[src/rtl/seg_addr_pkg.sv]
package seg_addr_pkg;
  typedef enum logic [1:0] {
    SEG_EXTRA = 2'd0,
    SEG_CODE  = 2'd1,
    SEG_STACK = 2'd2,
    SEG_DATA  = 2'd3
  } seg_id_e;

  typedef enum logic [3:0] {
    SRC_AX = 4'd0, SRC_CX = 4'd1, SRC_DX = 4'd2, SRC_BX = 4'd3,
    SRC_SP = 4'd4, SRC_BP = 4'd5, SRC_SI = 4'd6, SRC_DI = 4'd7,
    SRC_AL = 4'd8, SRC_CL = 4'd9, SRC_DL = 4'd10, SRC_BL = 4'd11,
    SRC_AH = 4'd12, SRC_CH = 4'd13, SRC_DH = 4'd14, SRC_BH = 4'd15
  } off_src_e;

  localparam int unsigned NUM_SEG = 4;
endpackage

[src/rtl/seg_regfile.sv]
module seg_regfile
  import seg_addr_pkg::*;
#(
  parameter int unsigned SEG_W = 16
) (
  input  logic             clk_i,
  input  logic             rst_ni,
  input  logic             we_i,
  input  logic [1:0]       wsel_i,
  input  logic [SEG_W-1:0] wdata_i,
  input  logic [1:0]       rsel_i,
  output logic [SEG_W-1:0] rdata_o
);
  logic [SEG_W-1:0] seg_q [NUM_SEG];

  for (genvar g = 0; g < NUM_SEG; g++) begin : g_seg
    always_ff @(posedge clk_i or negedge rst_ni) begin
      if (!rst_ni)                                   seg_q[g] <= '0;
      else if (we_i && (wsel_i == 2'(g)))            seg_q[g] <= wdata_i;
    end

    // a write lands in exactly the selected register
    p_seg_write_r4: assert property (@(posedge clk_i) disable iff (!rst_ni)
      (we_i && wsel_i == 2'(g)) |=> (seg_q[g] == $past(wdata_i)));
  end

  assign rdata_o = seg_q[rsel_i];
endmodule

[src/rtl/seg_select.sv]
module seg_select
  import seg_addr_pkg::*;
(
  input  logic       fetch_i,
  input  logic [3:0] base_i,
  input  logic       ovr_en_i,
  input  logic [1:0] ovr_sel_i,
  output logic [1:0] sel_o,
  output logic       bad_base_o
);
  seg_id_e dflt;

  always_comb begin
    dflt       = SEG_DATA;
    bad_base_o = 1'b0;
    unique case (off_src_e'(base_i))
      SRC_BX, SRC_SI, SRC_DI: dflt = SEG_DATA;
      SRC_SP, SRC_BP:         dflt = SEG_STACK;
      default:                bad_base_o = !fetch_i;
    endcase
    if (fetch_i)       sel_o = SEG_CODE;
    else if (ovr_en_i) sel_o = ovr_sel_i;
    else               sel_o = dflt;
  end
endmodule

[src/rtl/ip_counter.sv]
module ip_counter #(
  parameter int unsigned OFF_W = 16,
  parameter int unsigned LEN_W = 3
) (
  input  logic             clk_i,
  input  logic             rst_ni,
  input  logic [LEN_W-1:0] len_i,
  input  logic             jump_i,
  input  logic [OFF_W-1:0] jump_ip_i,
  output logic [OFF_W-1:0] ip_o
);
  logic [OFF_W-1:0] ip_q;

  always_ff @(posedge clk_i or negedge rst_ni) begin
    if (!rst_ni)     ip_q <= '0;
    else if (jump_i) ip_q <= jump_ip_i;
    else             ip_q <= ip_q + OFF_W'(len_i);
  end

  assign ip_o = ip_q;

  p_jump_load_r11: assert property (@(posedge clk_i) disable iff (!rst_ni)
    jump_i |=> (ip_o == $past(jump_ip_i)));

  p_ip_advance_r10: assert property (@(posedge clk_i) disable iff (!rst_ni)
    !jump_i |=> (ip_o == OFF_W'($past(ip_o) + OFF_W'($past(len_i)))));
endmodule

[src/rtl/addr_adder.sv]
module addr_adder #(
  parameter int unsigned SEG_W  = 16,
  parameter int unsigned OFF_W  = 16,
  parameter int unsigned SHIFT  = 4,
  parameter int unsigned ADDR_W = SEG_W + SHIFT
) (
  input  logic [SEG_W-1:0]  seg_i,
  input  logic [OFF_W-1:0]  off_i,
  output logic [ADDR_W-1:0] addr_o
);
  // sum kept at ADDR_W bits: carry out of the top bit is dropped
  assign addr_o = {seg_i, {SHIFT{1'b0}}} + ADDR_W'(off_i);
endmodule

[src/rtl/seg_addr_gen.sv]
module seg_addr_gen
  import seg_addr_pkg::*;
#(
  parameter int unsigned SEG_W  = 16,
  parameter int unsigned OFF_W  = 16,
  parameter int unsigned SHIFT  = 4,
  parameter int unsigned LEN_W  = 3,
  localparam int unsigned ADDR_W = SEG_W + SHIFT
) (
  input  logic              clk_i,
  input  logic              rst_ni,
  input  logic              seg_we_i,
  input  logic [1:0]        seg_wsel_i,
  input  logic [SEG_W-1:0]  seg_wdata_i,
  input  logic              req_i,
  input  logic              fetch_i,
  input  logic [3:0]        base_i,
  input  logic [OFF_W-1:0]  off_i,
  input  logic              ovr_en_i,
  input  logic [1:0]        ovr_sel_i,
  input  logic [LEN_W-1:0]  ip_len_i,
  input  logic              jump_i,
  input  logic [OFF_W-1:0]  jump_ip_i,
  output logic [ADDR_W-1:0] addr_o,
  output logic              addr_vld_o,
  output logic              base_err_o
);
  logic [1:0]        seg_sel;
  logic              bad_base;
  logic [SEG_W-1:0]  seg_val;
  logic [OFF_W-1:0]  ip;
  logic [OFF_W-1:0]  off_mux;
  logic [ADDR_W-1:0] addr_d;

  seg_regfile #(.SEG_W(SEG_W)) i_regs (
    .clk_i, .rst_ni,
    .we_i(seg_we_i), .wsel_i(seg_wsel_i), .wdata_i(seg_wdata_i),
    .rsel_i(seg_sel), .rdata_o(seg_val)
  );

  seg_select i_sel (
    .fetch_i, .base_i, .ovr_en_i, .ovr_sel_i,
    .sel_o(seg_sel), .bad_base_o(bad_base)
  );

  ip_counter #(.OFF_W(OFF_W), .LEN_W(LEN_W)) i_ip (
    .clk_i, .rst_ni, .len_i(ip_len_i), .jump_i, .jump_ip_i, .ip_o(ip)
  );

  assign off_mux = fetch_i ? ip : off_i;

  addr_adder #(.SEG_W(SEG_W), .OFF_W(OFF_W), .SHIFT(SHIFT), .ADDR_W(ADDR_W)) i_add (
    .seg_i(seg_val), .off_i(off_mux), .addr_o(addr_d)
  );

  always_ff @(posedge clk_i or negedge rst_ni) begin
    if (!rst_ni) begin
      addr_o     <= '0;
      addr_vld_o <= 1'b0;
      base_err_o <= 1'b0;
    end else begin
      addr_vld_o <= req_i && !bad_base;
      base_err_o <= req_i && bad_base;
      if (req_i) addr_o <= bad_base ? '0 : addr_d;
    end
  end

  p_req_answered_r1: assert property (@(posedge clk_i) disable iff (!rst_ni)
    req_i |=> (addr_vld_o != base_err_o));

  p_idle_quiet_r1: assert property (@(posedge clk_i) disable iff (!rst_ni)
    !req_i |=> (!addr_vld_o && !base_err_o));

  p_bad_base_r7: assert property (@(posedge clk_i) disable iff (!rst_ni)
    (req_i && !fetch_i && (base_i < 4'd3)) |=> (base_err_o && !addr_vld_o));

  p_byte_half_r7: assert property (@(posedge clk_i) disable iff (!rst_ni)
    (req_i && !fetch_i && base_i[3]) |=> base_err_o);

  p_fetch_valid_r9: assert property (@(posedge clk_i) disable iff (!rst_ni)
    (req_i && fetch_i) |=> addr_vld_o);
endmodule

[config.mk]
export PLATFORM = sky130hd
export DESIGN_NAME = seg_addr_gen
export DESIGN_NICKNAME = d
export VERILOG_FILES = /design/src/rtl/seg_addr_pkg.sv /design/src/rtl/seg_regfile.sv /design/src/rtl/seg_select.sv /design/src/rtl/ip_counter.sv /design/src/rtl/addr_adder.sv /design/src/rtl/seg_addr_gen.sv
export SDC_FILE = /design/constraint.sdc
export NUM_CORES = 1
export LEC_CHECK = 0
export BUFFER_PORTS_ARGS = -buffer_cell sky130_fd_sc_hd__buf_4
export CAP_MARGIN = 20
export CELL_PAD_IN_SITES_DETAIL_PLACEMENT = 2
export CELL_PAD_IN_SITES_GLOBAL_PLACEMENT = 2
export CORE_ASPECT_RATIO = 0.8
export CORE_MARGIN = 2
export CORE_UTILIZATION = 38
export DETAILED_ROUTE_END_ITERATION = 6
export GPL_TIMING_DRIVEN = 1
export PLACE_DENSITY = 0.86
export SYNTH_ARGS = -nofsm -noshare
export SYNTH_HDL_FRONTEND = slang
export SYNTH_HIERARCHICAL = 1
export SYNTH_SLANG_ARGS = --single-unit
[constraint.sdc]
create_clock -name clk_i -period 3.2 [get_ports clk_i]
set_input_delay 0.64 -clock clk_i [delete_from_list [all_inputs] [get_ports clk_i]]
set_output_delay 0.64 -clock clk_i [all_outputs]
set_load 0.1 [all_outputs]
==> impl_metrics.yaml <==
run_status:
  status: "complete, but fails checks"
  violated_checks: "negative setup slack"
routing:
  drt-initial-drc-count: 189
  average_via_count_per_standard_cell: 5.57
  postRouteWirelength_mm: 19.2
  drt_first_pass_iters: 4
  route.detailed.wl_per_inst_um: 24.2
  final_antenna_net_count: 0
  drc_errors: 0
  dr_total_vias: 4416
clock_tree:
  cts.path.max_buffers: 2
  clockRootBuffer: "sky130_fd_sc_hd__clkbuf_16"
  worst_setup_hold_path_clk_slew_ns: 0.07
  clkLatencyLatePin_ns: 0.36
  tritoncts_clock_tree: "yes"
  cts_made_buffers: 9
  cts.sink_count: 102
  cts_htree_levels: 3
layout:
  final_cells: 793
  final_core_util: 0.493
  final_design_area_no_fill_mm2: 0.00735
  post_route_cells_drive_above_1_share: 0.464
  antenna_cells: 0
  layout.nets: 682
  syn_to_final_growth_pct: 27.4
synthesis:
  post_synth_inst_count: 475
  post-synth-top-area-fraction: 0.442
  synth.area.top_cells: "sky130_fd_sc_hd__dfrtp_1 (44%), sky130_fd_sc_hd__mux2_2 (14%), sky130_fd_sc_hd__mux4_2 (6.2%)"
  number_of_flops_mapped_to_enable_cells_by_yosys: 0
  postSynthAreaPerCell_um2: 12.1
  ys_seq_elements: 102
  post-synth-top-count-cell: "sky130_fd_sc_hd__dfrtp_1"
  syn_nets: 558
  netlist-cell-type-count: 56
  synth-main-ff-cell: "sky130_fd_sc_hd__dfrtp_1"
  synth_seq_area_share: 0.442
  synthArstFlopShare: 1.00
  ys_warn_count: 6
  most_numerous_cell_types_in_the_synthesized_netlist: "sky130_fd_sc_hd__dfrtp_1 (102), sky130_fd_sc_hd__mux2_2 (73), sky130_fd_sc_hd__o21ai_0 (30)"
  synthesis.area_mm2: 0.00577
  yosys.area.top_type: "sky130_fd_sc_hd__dfrtp_1"
setup_path:
  cp-end-kind: "register"
  criticalPathCategory: "input pin to register"
  worstPathMaxFanout: 7
  cp_data_required_time_ns: 3.47
  setup.worst_path.start_class: "input pin"
  crit_arrival_ns: 3.48
timing:
  final-max-slew-violation-count: 0
  postLayoutSetupSlackWorst_ns: -0.00888
  worst_case_hold_slack_ns: 0.340
  clock_skew_ns: 0.00926
  unrepaired_setup_endpoints_after_global_routing: "true"
  maxClockFrequency_ghz: 0.312
  layout_min_cycle_time_ns: 3.21
  hold_viol_final: 0
  post-route-period-util: 1.00
  tightest_slew_ns: 0.740
  maxSlewHeadroom: 0.507
  setup_violations: 1
placed_design:
  placedInstanceArea_mm2: 0.00686
  gp_routability_congestion: 0.812
  placed_cells_incl_taps: 770
  port-buffer-count: 87
  place_hpwl_mm: 14.4
run:
  cap_viol_max_count: 0
die:
  floorplan.die.width_um: 142
  fp-row-count: 40
  fp.coreArea_mm2: 0.0149
  die-height_um: 114
  die_area_mm2: 0.0162
  design.portCount: 88
  initial_utilization: 0.387
global_route:
  initial_antenna_violation_count: 0
  number_of_global_route_vias_before_repair: 5099
  grt_overflow: 0
  grt_first_pass_wirelength_mm: 30.3
  grt_start_max_net_pins: 53
  grtUsageTotal: 0.251
power:
  p_leak_nw: 3.25
  p_per_cell_area_mw_per_mm2: 728
  peakVddDrop_v: 0.000322
hold_path:
  hold_class: "input pin to asynchronous set/reset pin"
## state kept, by name, summed over array words and instances (netlist names)
signal        count
i_regs/seg_q     64
i_ip/ip_o        16
addr_o           20
addr_vld_o        1
base_err_o        1
## per-layer routing
metal | vias up | share of wire | GRT usage
met5 | - | 0 | 0
met4 | 0 | 0.022 | 0.0713
met3 | 28 | 0.033 | 0.0473
met2 | 97 | 0.54 | 0.469
met1 | 2302 | 0.41 | 0.294
li1 | 1989 | - | -
## power breakdown
group          internal, mW  switching [mW]
registers              1.55           0.205
clock network         0.718           0.524
logic                 0.913            1.44
## final cells by class
class / count / area [um2]
well taps: 189 / 236
fillers: 1484 / 7560
repair buffers: 139 / 1090
inverters: 27 / 101
clock buffers: 11 / 243
flip-flops and latches: 102 / 2550
clock inverters: 5 / 88.8
multi-input cells: 320 / 3040
## critical path, cell delays in order
cell                       delay, ns
sky130_fd_sc_hd__buf_6          0.11
sky130_fd_sc_hd__nor2b_1        0.15
sky130_fd_sc_hd__o21bai_4       0.24
sky130_fd_sc_hd__buf_6          0.20
sky130_fd_sc_hd__mux4_2         0.58
sky130_fd_sc_hd__ha_1           0.36
sky130_fd_sc_hd__o211ai_1       0.14
sky130_fd_sc_hd__o211ai_1       0.36
sky130_fd_sc_hd__buf_4          0.20
sky130_fd_sc_hd__a21oi_1        0.08
sky130_fd_sc_hd__xnor2_1        0.23
sky130_fd_sc_hd__nand3b_1       0.10
sky130_fd_sc_hd__o21ai_0        0.08
## per-stage QoR
step           setup slack (ns)  power, mW  setup TNS [ns]
3_5_place_dp             -0.430       4.04           -4.39
5_1_grt                  -0.152       5.61          -0.677
4_1_cts                  0.0102       5.33               0
3_3_place_gp             -0.275       3.85           -2.42
6_report               -0.00888       5.35        -0.00888
2_1_floorplan           -0.0325       3.24         -0.0325
## cell families after synthesis
logic type	count (synthesis)	synth area share
flip-flops	102	0.442
AND/OR/NAND/NOR	104	0.112
buffers and inverters	53	0.0497
multiplexers	99	0.231
XOR/XNOR	20	0.0304
AO/OA/AOI/OAI	80	0.0950
adder cells (fa/ha/maj)	17	0.0395
## path summary, 6_finish.rpt
kind                       slack (ns)  cells past startpoint        startpoint                to
setup reg to reg                 0.56                     10   i_regs/seg_q[0]        addr_o[14]
setup / recovery               -0.009                     13          ovr_en_i        addr_o[15]
max in group asynchronous        2.08                      2            rst_ni  i_regs/seg_q[40]
hold reg to reg                  0.51                      1  i_regs/seg_q[26]  i_regs/seg_q[26]
min in group clk_i               0.49                      3      jump_ip_i[3]      i_ip/ip_o[3]
hold / removal                   0.34                      1            rst_ni     i_ip/ip_o[10]
## placed cells by master, fill, tap and decap left out, types with 16 or more instances in the layout
cell type                  instances
sky130_fd_sc_hd__buf_4           131
sky130_fd_sc_hd__dfrtp_1         102
sky130_fd_sc_hd__mux2_2           73
sky130_fd_sc_hd__inv_1            27
sky130_fd_sc_hd__o21ai_0          26
sky130_fd_sc_hd__nand2_1          21
sky130_fd_sc_hd__nand3b_1         20
sky130_fd_sc_hd__a21oi_1          16
sky130_fd_sc_hd__xnor2_1          16
sky130_fd_sc_hd__mux4_2           16
## what timing repair did
item	CTS	global route
hold endpoints to repair	0	0
pin swaps	3	8
hold buffers	0	0
buffers inserted	2	5
resized for setup	2	22
setup endpoints to repair	11	11
Power figures use the tool's default switching activity.
